[config.mk]
export PLATFORM = sky130hd
export DESIGN_NAME = rx_flow_ctrl
export DESIGN_NICKNAME = d
export VERILOG_FILES = /design/src/rtl/rfc_pkg.sv /design/src/rtl/rfc_fixed_thresh.sv /design/src/rtl/rfc_prog_thresh.sv /design/src/rtl/rx_flow_ctrl.sv
export SDC_FILE = /design/constraint.sdc
export NUM_CORES = 1
export LEC_CHECK = 0
export BUFFER_PORTS_ARGS = -buffer_cell sky130_fd_sc_hd__buf_2
export CORE_ASPECT_RATIO = 0.75
export CORE_MARGIN = 2
export CORE_UTILIZATION = 30
export CTS_CLUSTER_DIAMETER = 60
export DETAILED_ROUTE_END_ITERATION = 8
export GPL_ROUTABILITY_DRIVEN = 0
export PLACE_DENSITY_LB_ADDON = 0.2
export SLEW_MARGIN = 20
export SYNTH_ARGS = -nofsm -noshare
export SYNTH_HDL_FRONTEND = slang
export SYNTH_SLANG_ARGS = --single-unit
[constraint.sdc]
create_clock -name clk -period 0.8 [get_ports clk]
set_input_delay 0 -clock clk [delete_from_list [all_inputs] [get_ports clk]]
set_output_delay 0 -clock clk [all_outputs]
set_load 0.1 [all_outputs]
[src/rtl/rfc_pkg.sv]
package rfc_pkg;
    localparam int LEVELS = 4;
    localparam int IDX_W  = 2;
    localparam int HYST_W = 4;
    localparam int LVL_W  = 8;

    typedef struct packed {
        logic paused;
        logic rts_n;
        logic dtr_n;
    } rfc_state_t;
endpackage

[src/rtl/rfc_fixed_thresh.sv]
module rfc_fixed_thresh
    import rfc_pkg::*;
#(
    parameter int FIFO_DEPTH = 64,
    parameter int CNT_W      = 7,
    parameter int NUM_TABLES = 3,
    parameter int TSEL_W     = 2,
    parameter logic [0:NUM_TABLES-1][0:LEVELS-1][LVL_W-1:0] TRIG_LEVELS =
        '{'{8'd8, 8'd16, 8'd56, 8'd60},
          '{8'd16, 8'd32, 8'd48, 8'd56},
          '{8'd8, 8'd16, 8'd32, 8'd56}}
) (
    input  logic [TSEL_W-1:0] table_sel,
    input  logic [IDX_W-1:0]  trig_idx,
    output logic [CNT_W-1:0]  pause_th,
    output logic [CNT_W-1:0]  resume_th
);
    logic [NUM_TABLES-1:0][CNT_W-1:0] p_tab;
    logic [NUM_TABLES-1:0][CNT_W-1:0] r_tab;

    // One neighbour lookup per table; the ends clamp.
    for (genvar t = 0; t < NUM_TABLES; t++) begin : g_tab
        logic [CNT_W-1:0] p_l;
        logic [CNT_W-1:0] r_l;
        always_comb begin
            p_l = CNT_W'(FIFO_DEPTH);
            r_l = '0;
            for (int i = 0; i < LEVELS; i++) begin
                if (trig_idx == IDX_W'(i)) begin
                    if (i < LEVELS - 1)
                        p_l = CNT_W'(TRIG_LEVELS[t][(i < LEVELS - 1) ? i + 1 : i]);
                    if (i > 0)
                        r_l = CNT_W'(TRIG_LEVELS[t][(i > 0) ? i - 1 : 0]);
                end
            end
        end
        assign p_tab[t] = p_l;
        assign r_tab[t] = r_l;
    end

    always_comb begin
        pause_th  = p_tab[0];
        resume_th = r_tab[0];
        for (int t = 1; t < NUM_TABLES; t++) begin
            if (table_sel == TSEL_W'(t)) begin
                pause_th  = p_tab[t];
                resume_th = r_tab[t];
            end
        end
    end
endmodule

[src/rtl/rfc_prog_thresh.sv]
module rfc_prog_thresh
    import rfc_pkg::*;
#(
    parameter int FIFO_DEPTH = 64,
    parameter int CNT_W      = 7,
    parameter int HYST_STEP  = 4
) (
    input  logic [CNT_W-1:0]  prog_level,
    input  logic [HYST_W-1:0] hyst_code,
    output logic [CNT_W-1:0]  pause_th,
    output logic [CNT_W-1:0]  resume_th
);
    localparam int SUM_W = CNT_W + HYST_W + 4;

    logic [SUM_W-1:0] band;
    logic [SUM_W-1:0] upper;
    logic [SUM_W-1:0] base;

    // band around the programmed level, clamped to 0..depth
    always_comb begin
        band  = SUM_W'(hyst_code) * SUM_W'(HYST_STEP);
        upper = SUM_W'(prog_level) + band;
        base  = (SUM_W'(prog_level) > SUM_W'(FIFO_DEPTH)) ? SUM_W'(FIFO_DEPTH)
                                                         : SUM_W'(prog_level);
        pause_th  = (upper > SUM_W'(FIFO_DEPTH)) ? CNT_W'(FIFO_DEPTH) : CNT_W'(upper);
        resume_th = (base > band) ? CNT_W'(base - band) : '0;
    end
endmodule

[src/rtl/rx_flow_ctrl.sv]
module rx_flow_ctrl
    import rfc_pkg::*;
#(
    parameter int FIFO_DEPTH = 64,
    parameter int NUM_TABLES = 3,
    parameter int HYST_STEP  = 4,
    parameter logic [0:NUM_TABLES-1][0:LEVELS-1][LVL_W-1:0] TRIG_LEVELS =
        '{'{8'd8, 8'd16, 8'd56, 8'd60},
          '{8'd16, 8'd32, 8'd48, 8'd56},
          '{8'd8, 8'd16, 8'd32, 8'd56}}
) (
    input  logic                               clk,
    input  logic                               rst_n,
    input  logic [$clog2(FIFO_DEPTH+1)-1:0]    fill_count,
    input  logic [$clog2(NUM_TABLES+1)-1:0]    table_sel,
    input  logic [IDX_W-1:0]                   trig_idx,
    input  logic [$clog2(FIFO_DEPTH+1)-1:0]    prog_level,
    input  logic [HYST_W-1:0]                  hyst_code,
    input  logic                               flow_en,
    input  logic                               use_dtr,
    input  logic                               sw_rts,
    input  logic                               sw_dtr,
    output logic                               rts_n,
    output logic                               dtr_n
);
    localparam int CNT_W  = $clog2(FIFO_DEPTH + 1);
    localparam int TSEL_W = $clog2(NUM_TABLES + 1);

    logic [CNT_W-1:0] fx_pause, fx_resume;
    logic [CNT_W-1:0] pg_pause, pg_resume;
    logic [CNT_W-1:0] pause_th, resume_th;
    logic             prog_mode;
    logic             mgd_sw;
    logic             auto_on;
    rfc_state_t       st_d, st_q;

    rfc_fixed_thresh #(
        .FIFO_DEPTH (FIFO_DEPTH),
        .CNT_W      (CNT_W),
        .NUM_TABLES (NUM_TABLES),
        .TSEL_W     (TSEL_W),
        .TRIG_LEVELS(TRIG_LEVELS)
    ) u_fixed (
        .table_sel(table_sel),
        .trig_idx (trig_idx),
        .pause_th (fx_pause),
        .resume_th(fx_resume)
    );

    rfc_prog_thresh #(
        .FIFO_DEPTH(FIFO_DEPTH),
        .CNT_W     (CNT_W),
        .HYST_STEP (HYST_STEP)
    ) u_prog (
        .prog_level(prog_level),
        .hyst_code (hyst_code),
        .pause_th  (pg_pause),
        .resume_th (pg_resume)
    );

    assign prog_mode = (table_sel >= TSEL_W'(NUM_TABLES));
    assign pause_th  = prog_mode ? pg_pause  : fx_pause;
    assign resume_th = prog_mode ? pg_resume : fx_resume;

    always_comb begin
        st_d    = st_q;
        mgd_sw  = use_dtr ? sw_dtr : sw_rts;
        auto_on = flow_en & mgd_sw;
        if (!auto_on)
            st_d.paused = 1'b0;                       // fresh start
        else if (fill_count >= pause_th)
            st_d.paused = 1'b1;
        else if (fill_count <= resume_th)
            st_d.paused = 1'b0;
        st_d.rts_n = ~sw_rts | (~use_dtr & st_d.paused);
        st_d.dtr_n = ~sw_dtr | ( use_dtr & st_d.paused);
    end

    // single register stage, reset deasserts both pins
    always_ff @(posedge clk or negedge rst_n) begin
        if (!rst_n)
            st_q <= '{paused: 1'b0, rts_n: 1'b1, dtr_n: 1'b1};
        else
            st_q <= st_d;
    end

    assign rts_n = st_q.rts_n;
    assign dtr_n = st_q.dtr_n;
endmodule

==> Yosys cells after proc, flatten, opt, wreduce, memory -nomap -nowiden <==
Index checks and enable logic that the tools add are counted.
{ "op_classes": {"addsub": 2, "multipliers": 0, "div_mod_pow": 0, "order_cmp": 6, "eq_ne": 5, "shift": 0, "n_mux": 28, "bitwise_logic": 8, "n_reduce_logical": 1} }
{ "op_table": {"columns": ["operator", "count"], "rows": [
  ["2-to-1 mux 7 bit", 20],
  ["> comparator 15 x 6 -> 1 bit", 1],
  ["> comparator 15 x 7 -> 1 bit (second input constant)", 1],
  ["2-to-1 mux 6 bit", 2],
  ["adder 7 x 6 -> 8 bit", 1],
  [">= comparator 7 bit", 1],
  ["> comparator 7 bit (second input constant)", 1],
  ["<= comparator 7 bit", 1],
  ["subtractor 7 x 6 -> 7 bit", 1],
  ["== test 2 bit (second input constant)", 3],
  ["2-to-1 mux 5 bit", 1],
  ["== test 2 x 1 -> 1 bit (second input constant)", 2],
  ["2-to-1 mux 1 bit", 4],
  ["2-to-1 mux 4 bit", 1],
  ["bitwise AND 1 bit", 3],
  ["inverter 1 bit", 3],
  [">= comparator 2 bit (second input constant)", 1],
  ["logical NOT 2 bit", 1],
  ["OR 1 bit", 2]
]} }
{ "totals": {"ff_bits": 3, "latch_bits": 0, "mem_bits_rw": 0, "rom_bits": 0, "in_bits": 28, "output_inout_bits": 2, "elab_cells": 53, "n_memories": 0} }

==> Depth between registers and ports, before layout <==
Gate-level depths: netlist (run 1).
{ "depth": {"ltp_word": 13, "mapped_depth": 14, "depth_no_buf": 14} }

==> By module <==
A second synthesis (run 1) with hierarchy kept.
{ "hier_totals": {"hier_cells": 154, "hier_area_um2": 1380.1} }
{ "by_module_without_submodules": {"columns": ["module", "instances", "cells_each", "area_each_um2", "seq_area_each_um2"], "rows": [
  ["rx_flow_ctrl", 1, 59, 593.1, 77.6],
  ["rfc_prog_thresh", 1, 62, 475.5, 0.0],
  ["rfc_fixed_thresh", 1, 33, 311.5, 0.0]
]} }

==> Least setup slack after synthesis (run 1) <==
Ideal clock, no wire load.
{ "synth_path": {"path_kind": "input port to flip-flop", "startpoint": "input port prog_level[2]", "endpoint": "register st_q[2] (netlist name)", "setup_ns": 0.136, "t_arrival_ns": 2.664, "t_required_ns": 0.664, "setup_slack_ns": -2.000, "path_stages": 14, "path_buffers": 0, "path_cell_list": "ha_1 -> inv_1 -> fa_1 -> inv_1 -> nor4_1 -> nand2_1 -> o41ai_2 -> and3_1 -> ha_1 -> nand2b_1 -> a211oi_1 -> nor4_1 -> a2111oi_2 -> a21oi_1"} }
{ "synth_lines": {"columns": ["item", "line_no", "rtl"], "rows": [
  ["from (decl)", "rx_flow_ctrl.sv:17", "input logic [$clog2(FIFO_DEPTH+1)-1:0] prog_level,"],
  ["to (signal assigned)", "rx_flow_ctrl.sv:82", "st_q <= '{paused: 1'b0, rts_n: 1'b1, dtr_n: 1'b1};"],
  ["to (signal assigned)", "rx_flow_ctrl.sv:84", "st_q <= st_d;"],
  ["to (decl)", "rx_flow_ctrl.sv:35", "rfc_state_t st_d, st_q;"]
]} }

==> flow_summary_export.csv, run 1 <==
group,metric,value,unit
hold_path,min_to,"st_q[2]",
route,vias,1408,
run_status,violations,"setup timing",
power_and_ir_drop,p_leak,0.915,nW
hold_path,hp-start,"flow_en",
sta,drv_slew,0,
cts,cts_buffer_depth,2,
cts,clk_latency,230,ps
worst_setup_path,worstRegToRegCells,2,
sta,clock_skew,2.83,ps
worst_setup_path,rr_endpoint,"rts_n",
finish,final_cell_mix,"41 x buf_4, 27 x ha_1, 25 x buf_2, 13 x inv_1",
global_routing,antenna_found_initial,0,
worst_setup_path,crit_type,"input pin to register",
die,core-area,3710,um^2
yosys,yosysUniqueCellTypes,41,
cts,clock-sinks,3,
hold_path,hold_class,"input pin to register",
global_routing,grt_pass1_vias,1405,
route,wl_per_cell,13.3,um
worst_setup_path,rrSetupSlack,20,ps
global_routing,grt_usage,17.5,%
power_and_ir_drop,max-vdd-ir-drop,0.479,mV
place,hpwlAfterDp,3.11,mm
finish,final_common_cell,"buf_4",
global_routing,overflow,0,
die,dieHeight,58.1,um
cts,cts-root-buf,"clkbuf_8",
finish,utilization,50.0,%
global_routing,grt_start_max_net_pins,11,
yosys,synthesis.nets,212,
finish,nNetsFinal,285,
place,placed_cell_area,1710,um^2
finish,syn2layout_area_growth,58.4,%
sta,max_slew_margin,74.7,%
route,first_pass_iters,4,
finish,fin_area,1850,um^2
cts,cts_buffers,3,
yosys,netlist_area,1170,um^2
yosys,synthCells,154,
power_and_ir_drop,p_total,1.88,mW
finish,fin_cells,278,
place,io_buffers,29,
yosys,synth_ff_type,"dfstp_2",
route,viasPerCell,5.06,
global_routing,grt_pass1_wl,6.20,mm
die,std_cell_rows,19,
die,start_util,31.5,%
route,drc,0,
worst_setup_path,endpoint_kind,"register",
finish,antenna_cells,0,
worst_setup_path,worstPathRequired,930,ps
yosys,synth_edf_count,0,
sta,tightest_slew,377,ps
die,die_w,76.1,um
yosys,postSynth.asyncResetShare,100,%
yosys,yosysWarnings,0,
yosys,yosys-top-cells-area,"ha_1 30%, inv_1 4.8%, a21oi_1 4.7%, dfstp_2 4.5%, o21ai_0 4.3%",
die,ios,30,
cts,clk_pin_slew,30,ps
sta,layout_min_cycle_time,2670,ps
sta,min_period_over_period,334,%
run,drv_cap,0,
route,ant_nets,0,
yosys,synth_top_area_cell,"ha_1",
cts,cts_tree,"done",
finish,fillers,380,
yosys,synth_top_area_share,29.9,%
worst_setup_path,r2r-start,"st_q[2]",
worst_setup_path,worstPathArrival,2800,ps
run_status,status,"finished with violations",
finish,drive_gt1_share,39.8,%
cts,h-tree-depth,1,
sta,fmax,375,MHz
sta,finalHoldViolations,0,
route,drt_wl_total,3.71,mm
sta,setup_viol,5,
worst_setup_path,critPathMaxFanout,4,
power_and_ir_drop,power_density,1020,nW/um^2
hold_path,holdPathStages,3,
yosys,syn_area_per_cell,7.60,um^2
yosys,ys_ff_latch,3,
route,drt_iter0_markers,63,
sta,grt_setup_unrepaired,"true",
die,die-area,4420,um^2
yosys,ys_seq_area_share,6.63,%
sta,fin_ws,-1870,ps
place,place_inst,269,
worst_setup_path,startpoint_type,"input pin",
critical path: stages:
cell and delay [ps]:
buf_8 80, ha_4 120, inv_2 30, fa_2 330
and2b_2 260, nor2_2 60, o32a_1 300, o41ai_2 230
buf_4 170, a41oi_1 140, ha_1 310, nand2_1 70
nor4_2 390, a2111oi_4 80, a31oi_1 230
what timing repair did:
item,in CTS,in global routing
resized for setup,8,3
endpoints found under the setup margin,5,5
pin swaps,2,1
setup buffers,2,0
hold endpoints to repair,5,0
hold buffers,3,0
synthesized netlist by cell type, drive strengths merged, types with 2 or more instances:
cell	number
nand2	10
nor3	2
and2b	2
a21o	3
dfstp	2
nand4	3
nor2	10
a21boi	2
mux2i	3
o21ai	10
xor2	2
nor3b	3
and3	2
a31oi	5
fa	2
a21oi	11
nand3	3
clkbuf	4
inv	15
ha	28
o221ai	2
nor4	2
nor2b	5
o211ai	2
nand2b	4
o22ai	3
routing by layer:
layer / track usage, % / routed length [um] / up-vias / part of all wire [%]
li1: - / - / 709 / -
met1: 22.7 / 1730 / 655 / 47
met2: 31.6 / 1770 / 38 / 48
met3: 0.935 / 162 / 6 / 4.4
met4: 5.97 / 48 / 0 / 1.3
met5: 0 / 0 / - / 0
flip-flops by register name, indices dropped and copies added (netlist names):
register  cells
dtr_n         1
rts_n         1
st_q          1
cell families after synthesis:
logic type | after synthesis | synth area share [%]
AO/OA/AOI/OAI | 46 | 26.2
XOR/XNOR | 3 | 2.25
adder cells (fa/ha/maj) | 30 | 33.4
buffers and inverters | 20 | 6.52
flip-flops | 3 | 6.63
multiplexers | 3 | 2.57
AND/OR/NAND/NOR | 49 | 22.5
how the worst max path moves through the flow:
| stage | start | to | slack [ps] |
|---|---|---|---|
| detailed placement | prog_level[2] | st_q[2] | -2230 |
| global route | prog_level[2] | rts_n | -2060 |
| floorplan | prog_level[2] | st_q[2] | -1940 |
| finish | prog_level[2] | rts_n | -1870 |
| global placement | prog_level[2] | st_q[2] | -2150 |
| CTS | prog_level[2] | st_q[2] | -1870 |
report_power, final:
group / leakage [nW] / total (mW) / internal, mW / switching [mW]
Clock: 0.0228 / 0.462 / 0.341 / 0.121
Combinational: 0.857 / 1.22 / 0.593 / 0.625
Sequential: 0.0353 / 0.202 / 0.189 / 0.0129
Total: 0.915 / 1.88 / 1.12 / 0.758
cell type report:
| type | count | area [um^2] | area share, % |
|---|---|---|---|
| Timing Repair Buffer | 73 | 529 | 28.6 |
| Sequential cell | 3 | 85.1 | 4.59 |
| Clock buffer | 4 | 45.0 | 2.43 |
| Tap cell | 52 | 65.1 | 3.51 |
| Multi-Input combinational cell | 131 | 1070 | 57.9 |
| Inverter | 15 | 56.3 | 3.04 |
metrics by stage:
stage,hold WS [ps],setup WS (ps),TNS (ps)
2_1_floorplan,-296,-1940,-5770
3_3_place_gp,-208,-2150,-6410
3_5_place_dp,-200,-2230,-6560
4_1_cts,70.6,-1870,-5910
5_1_grt,97.7,-2060,-6570
6_report,80.7,-1870,-5920
Note: power is estimated with default switching activity, not from simulation.
==> run 2: changes to the inputs <==
--- a/config.mk
+++ b/config.mk
@@ -5,14 +5,16 @@
 export SDC_FILE = /design/constraint.sdc
 export NUM_CORES = 1
 export LEC_CHECK = 0
-export BUFFER_PORTS_ARGS = -buffer_cell sky130_fd_sc_hd__buf_2
 export CORE_ASPECT_RATIO = 0.75
 export CORE_MARGIN = 2
 export CORE_UTILIZATION = 30
 export CTS_CLUSTER_DIAMETER = 60
 export DETAILED_ROUTE_END_ITERATION = 8
+export DONT_BUFFER_PORTS = 1
 export GPL_ROUTABILITY_DRIVEN = 0
+export HOLD_SLACK_MARGIN = 0.06
 export PLACE_DENSITY_LB_ADDON = 0.2
+export SETUP_SLACK_MARGIN = 0.5
 export SLEW_MARGIN = 20
 export SYNTH_ARGS = -nofsm -noshare
 export SYNTH_HDL_FRONTEND = slang
==> flow_summary_export.csv, run 2 (same netlist as run 1, synthesis figures left out) <==
group,metric,value,unit
global_routing,overflow,0,
cts,clk_pin_slew,30,ps
global_routing,grt_usage,15.6,%
finish,fin_cells,234,
run,drv_cap,0,
worst_setup_path,cp_top_family,"compound AO/OA/AOI/OAI gates",
power_and_ir_drop,power_frac_comb,55.9,%
finish,antenna_cells,0,
route,wl_per_cell,14.1,um
sta,hold_ws,-138,ps
global_routing,grt_pass1_vias,1183,
worst_setup_path,path_cells,"ha_4 -> inv_2 -> fa_2 -> and2b_2 -> nor2_2 -> o32a_1 -> o41ai_2 -> and3_1 -> ha_1 -> nand2b_4 -> a211oi_4 -> nor4_4 -> a2111oi_4 -> a21oi_1",
hold_path,hold_class,"input pin to register",
cts,h-tree-depth,1,
route,ant_nets,0,
finish,final_common_cell,"buf_4",
route,drt_iter0_markers,37,
power_and_ir_drop,p_total,1.65,mW
cts,cts_buffer_depth,2,
place,hpwlAfterDp,2.76,mm
hold_path,hp-start,"sw_rts",
worst_setup_path,worstPathRequired,870,ps
sta,fmax,392,MHz
worst_setup_path,critPathMaxFanout,4,
route,drt_wl_total,3.29,mm
power_and_ir_drop,power_density,1030,nW/um^2
global_routing,grt_start_max_net_pins,17,
worst_setup_path,slowest_delay,330,ps
power_and_ir_drop,p_sw_share,39.2,%
power_and_ir_drop,max-vdd-ir-drop,0.497,mV
sta,min_period_over_period,319,%
worst_setup_path,endpoint_kind,"register",
die,die_w,76.1,um
cts,clock-sinks,3,
global_routing,grt_pass1_wl,5.51,mm
power_and_ir_drop,switchingPower,647,uW
power_and_ir_drop,clkPwrFrac,26.0,%
worst_setup_path,crit_start,"prog_level[2]",
cts,cts_tree,"done",
worst_setup_path,r2r-start,"st_q[2]",
power_and_ir_drop,seq_power_share,18.1,%
finish,syn2layout_area_growth,37.0,%
sta,drv_slew,0,
finish,nNetsFinal,241,
sta,grt_setup_unrepaired,"true",
power_and_ir_drop,p_leak,0.719,nW
route,vias,1179,
sta,layout_min_cycle_time,2550,ps
global_routing,antenna_found_initial,0,
finish,final_cell_mix,"28 x buf_4, 26 x ha_1, 13 x inv_1",
cts,ctsHoldBuffers,1,
worst_setup_path,startpoint_type,"input pin",
cts,clk_latency,210,ps
finish,drive_gt1_share,29.1,%
route,viasPerCell,5.04,
die,std_cell_rows,19,
cts,cts_buffers,3,
sta,setup_viol,5,
worst_setup_path,crit_buf_inv,1,
worst_setup_path,crit_type,"input pin to register",
die,dieHeight,58.1,um
route,drc,0,
route,first_pass_iters,4,
sta,clock_skew,2.45,ps
die,ios,30,
die,die-area,4420,um^2
sta,fin_ws,-1750,ps
cts,cts-root-buf,"clkbuf_8",
finish,fillers,382,
worst_setup_path,slowest_stage,"fa_2",
die,start_util,31.5,%
run_status,status,"finished with violations",
place,io_buffers,0,
sta,tightest_slew,337,ps
worst_setup_path,worstPathArrival,2630,ps
sta,max_slew_margin,77.3,%
power_and_ir_drop,internal_power,1.00,mW
place,place_inst,226,
die,core-area,3710,um^2
run_status,violations,"hold timing, setup timing",
sta,finalHoldViolations,3,
## run 2: layout make-up
class / instances / area (um^2) / area share, %
multi-input combinational: 131 / 1130 / 70.6
inverter: 15 / 56.3 / 3.51
sequential: 3 / 85.1 / 5.31
timing repair buffer: 29 / 220 / 13.7
tap: 52 / 65.1 / 4.06
clock buffer: 4 / 45.0 / 2.81
## run 2: through the flow
| stage | util, % | TNS [ps] | instance area [um^2] | hold WS (ps) | setup WS [ps] |
|---|---|---|---|---|---|
| 2_1_floorplan | - | -5770 | 1190 | -296 | -1940 |
| 3_3_place_gp | 38.4 | -6030 | 1430 | -296 | -2020 |
| 3_5_place_dp | 38.4 | -6170 | 1430 | -296 | -2060 |
| 4_1_cts | 42.0 | -5590 | 1560 | -134 | -1750 |
| 5_1_grt | 43.2 | -6010 | 1600 | -127 | -1890 |
| 6_report | 43.2 | -5570 | 1600 | -138 | -1750 |
## run 2: power groups by stage
stage	combinational, mW	sequential [mW]	clock (mW)
floorplan	0.524	0.299	0
global placement	0.767	0.301	0
detailed placement	0.787	0.300	0
CTS	0.873	0.299	0.432
global route	1.03	0.299	0.444
finish	0.922	0.298	0.429
## run 2: final timing paths
path | cells after the start | slack [ps] | endpoint
max in group asynchronous | 1 | 540 | rts_n
setup reg to reg | 2 | 30 | dtr_n
min in group asynchronous | 1 | 40 | st_q[2]
setup / recovery | 14 | -1750 | st_q[2]
hold / removal | 1 | -140 | rts_n
hold reg to reg | 2 | 570 | rts_n
## run 2: worst reg2reg max path, stage by stage (launching register included)
cell	delay (ps)
dfrtp_1	300
o221ai_1	160
a31oi_1	230
## run 2: what timing repair did
action | in CTS | in global routing
resized for setup | 11 | 5
setup buffers | 1 | 2
hold endpoints to repair | 6 | 4
cloned | 0 | 0
setup endpoints to repair | 5 | 5
pin swaps | 1 | 2
## run 2: layer usage
metal | GRT usage [%] | share of wire (%)
met1 | 20.6 | 49
met2 | 26.9 | 45
met3 | 3.74 | 5.3
met4 | 2.34 | 0
met5 | 0 | 0
==> run 3: changes to the inputs <==
--- a/config.mk
+++ b/config.mk
@@ -5,7 +5,6 @@
 export SDC_FILE = /design/constraint.sdc
 export NUM_CORES = 1
 export LEC_CHECK = 0
-export CORE_ASPECT_RATIO = 0.75
 export CORE_MARGIN = 2
 export CORE_UTILIZATION = 30
 export CTS_CLUSTER_DIAMETER = 60
==> constraint.sdc (replaced) <==
create_clock -name clk -period 0.8 [get_ports clk]
set_input_delay 0.08 -clock clk [delete_from_list [all_inputs] [get_ports clk]]
set_output_delay 0.08 -clock clk [all_outputs]
set_load 0.1 [all_outputs]
==> flow_summary_export.csv, run 3 (same netlist as run 1, synthesis figures left out) <==
group,metric,value,unit
global_routing,antenna_found_initial,0,
finish,antenna_cells,0,
finish,syn2layout_area_growth,28.9,%
power_and_ir_drop,clkPwrFrac,28.5,%
sta,fmax,384,MHz
worst_setup_path,cp_top_family,"adder cells",
cts,ctsHoldBuffers,1,
finish,fillers,397,
worst_setup_path,slowest_stage,"fa_2",
hold_path,hold_class,"input pin to asynchronous set/reset pin",
worst_setup_path,rr_endpoint,"dtr_n",
finish,drive_gt1_share,24.2,%
place,io_buffers,0,
sta,tightest_slew,363,ps
sta,grt_setup_unrepaired,"true",
power_and_ir_drop,seq_power_share,19.0,%
sta,min_period_over_period,326,%
worst_setup_path,endpoint_kind,"register",
route,wl_per_cell,14.0,um
worst_setup_path,crit_buf_inv,3,
die,core-area,3720,um^2
global_routing,grt_usage,15.5,%
route,first_pass_iters,4,
sta,setup_viol,5,
sta,hold_ws,-265,ps
global_routing,grt_pass1_vias,1213,
sta,drv_slew,0,
finish,nNetsFinal,237,
cts,cts_buffer_depth,2,
place,dp_slack,-2190,ps
power_and_ir_drop,internal_power,966,uW
global_routing,overflow,0,
cts,cts_buffers,3,
power_and_ir_drop,switchingPower,614,uW
worst_setup_path,startpoint_type,"input pin",
die,die-area,4410,um^2
cts,cts-root-buf,"clkbuf_8",
run_status,status,"finished with violations",
cts,h-tree-depth,1,
power_and_ir_drop,power_density,1050,nW/um^2
worst_setup_path,worstRegToRegCells,2,
sta,clock_skew,4.88,ps
die,start_util,31.5,%
cts,clk_pin_slew,30,ps
die,die_w,66.4,um
run,drv_cap,0,
route,drt_wl_total,3.16,mm
sta,finalHoldViolations,5,
global_routing,grt_pass1_wl,5.32,mm
route,ant_nets,0,
sta,max_slew_margin,75.6,%
finish,final_common_cell,"ha_1",
finish,utilization,40.6,%
cts,clk_latency,220,ps
worst_setup_path,r2r-start,"st_q[2]",
route,drt_iter0_markers,28,
global_routing,grt_start_max_net_pins,17,
place,hpwlAfterDp,2.62,mm
die,dieHeight,66.4,um
worst_setup_path,slowest_delay,520,ps
power_and_ir_drop,max-vdd-ir-drop,0.932,mV
route,viasPerCell,5.30,
power_and_ir_drop,p_leak,0.703,nW
sta,fin_ws,-1810,ps
worst_setup_path,worstPathArrival,2750,ps
worst_setup_path,rrSetupSlack,-20,ps
sta,layout_min_cycle_time,2610,ps
worst_setup_path,critPathMaxFanout,3,
finish,final_cell_mix,"27 x ha_1, 24 x buf_4, 13 x inv_1, 11 x a21oi_1",
route,drc,0,
power_and_ir_drop,p_sw_share,38.9,%
worst_setup_path,crit_type,"input pin to register",
power_and_ir_drop,power_frac_comb,52.5,%
power_and_ir_drop,p_total,1.58,mW
run_status,violations,"hold timing, setup timing",
route,vias,1197,
cts,cts_tree,"done",
die,ios,30,
cts,clock-sinks,3,
die,std_cell_rows,22,
worst_setup_path,path_cells,"ha_4 -> inv_2 -> fa_2 -> inv_2 -> nor4_2 -> nand2_1 -> o41ai_2 -> buf_4 -> a41oi_1 -> ha_1 -> nand2_1 -> nor4_2 -> a2111oi_4 -> a31oi_1",
worst_setup_path,worstPathRequired,940,ps
run 3: cell types whose count changed in the layout (fill, tap and decap cells not counted), sizes merged:
| cell | delta |
|---|---|
| buf | -4 |
| dlygate4sd3 | -1 |
| dlymetal6s4s | +1 |
run 3: repair_timing:
| action | 4_1_cts | 5_1_grt |
|---|---|---|
| endpoints found under the setup margin | 5 | 7 |
| hold endpoints to repair | 6 | 6 |
| gates resized for setup | 5 | 2 |
| pin swaps | 2 | 0 |
| buffers inserted | 1 | 0 |
run 3: power groups by stage:
stage	combinational (mW)	clock (mW)	sequential (mW)
floorplan	0.524	0	0.299
global placement	0.744	0	0.301
detailed placement	0.762	0	0.302
CTS	0.808	0.455	0.300
global route	0.939	0.456	0.300
finish	0.829	0.451	0.300
run 3: worst max-delay path by stage:
stage	start	endpoint	slack [ps]	depth (start not counted)
finish	prog_level[2]	dtr_n	-1810	14
floorplan	prog_level[2]	st_q[2]	-2020	14
CTS	prog_level[2]	st_q[2]	-1900	14
global placement	prog_level[2]	st_q[2]	-2110	14
detailed placement	prog_level[2]	st_q[2]	-2190	14
global route	prog_level[2]	rts_n	-2020	14
run 3: per-layer routing:
layer  GRT usage [%]  part of all wire, %
met1            20.1                   48
met2            26.1                   48
met3            2.39                  3.1
met4            4.59                  1.3
met5               0                    0
run 3: cell type report:
cell class                      count  area, um^2  area share (%)
Multi-Input combinational cell    131        1070            70.9
Sequential cell                     3        85.1            5.64
Inverter                           15        56.3            3.73
Timing Repair Buffer               25         193            12.8
Tap cell                           48        60.1            3.98
Clock buffer                        4        45.0            2.99
run 3: through the flow:
| stage | hold slack (ps) | setup TNS (ps) | std cells | instance area [um^2] |
|---|---|---|---|---|
| 2_1_floorplan | -216 | -6090 | 154 | 1190 |
| 3_3_place_gp | -216 | -6360 | 220 | 1410 |
| 3_5_place_dp | -216 | -6580 | 220 | 1410 |
| 4_1_cts | -72.9 | -6170 | 226 | 1490 |
| 5_1_grt | -253 | -6600 | 226 | 1510 |
| 6_report | -265 | -5950 | 226 | 1510 |
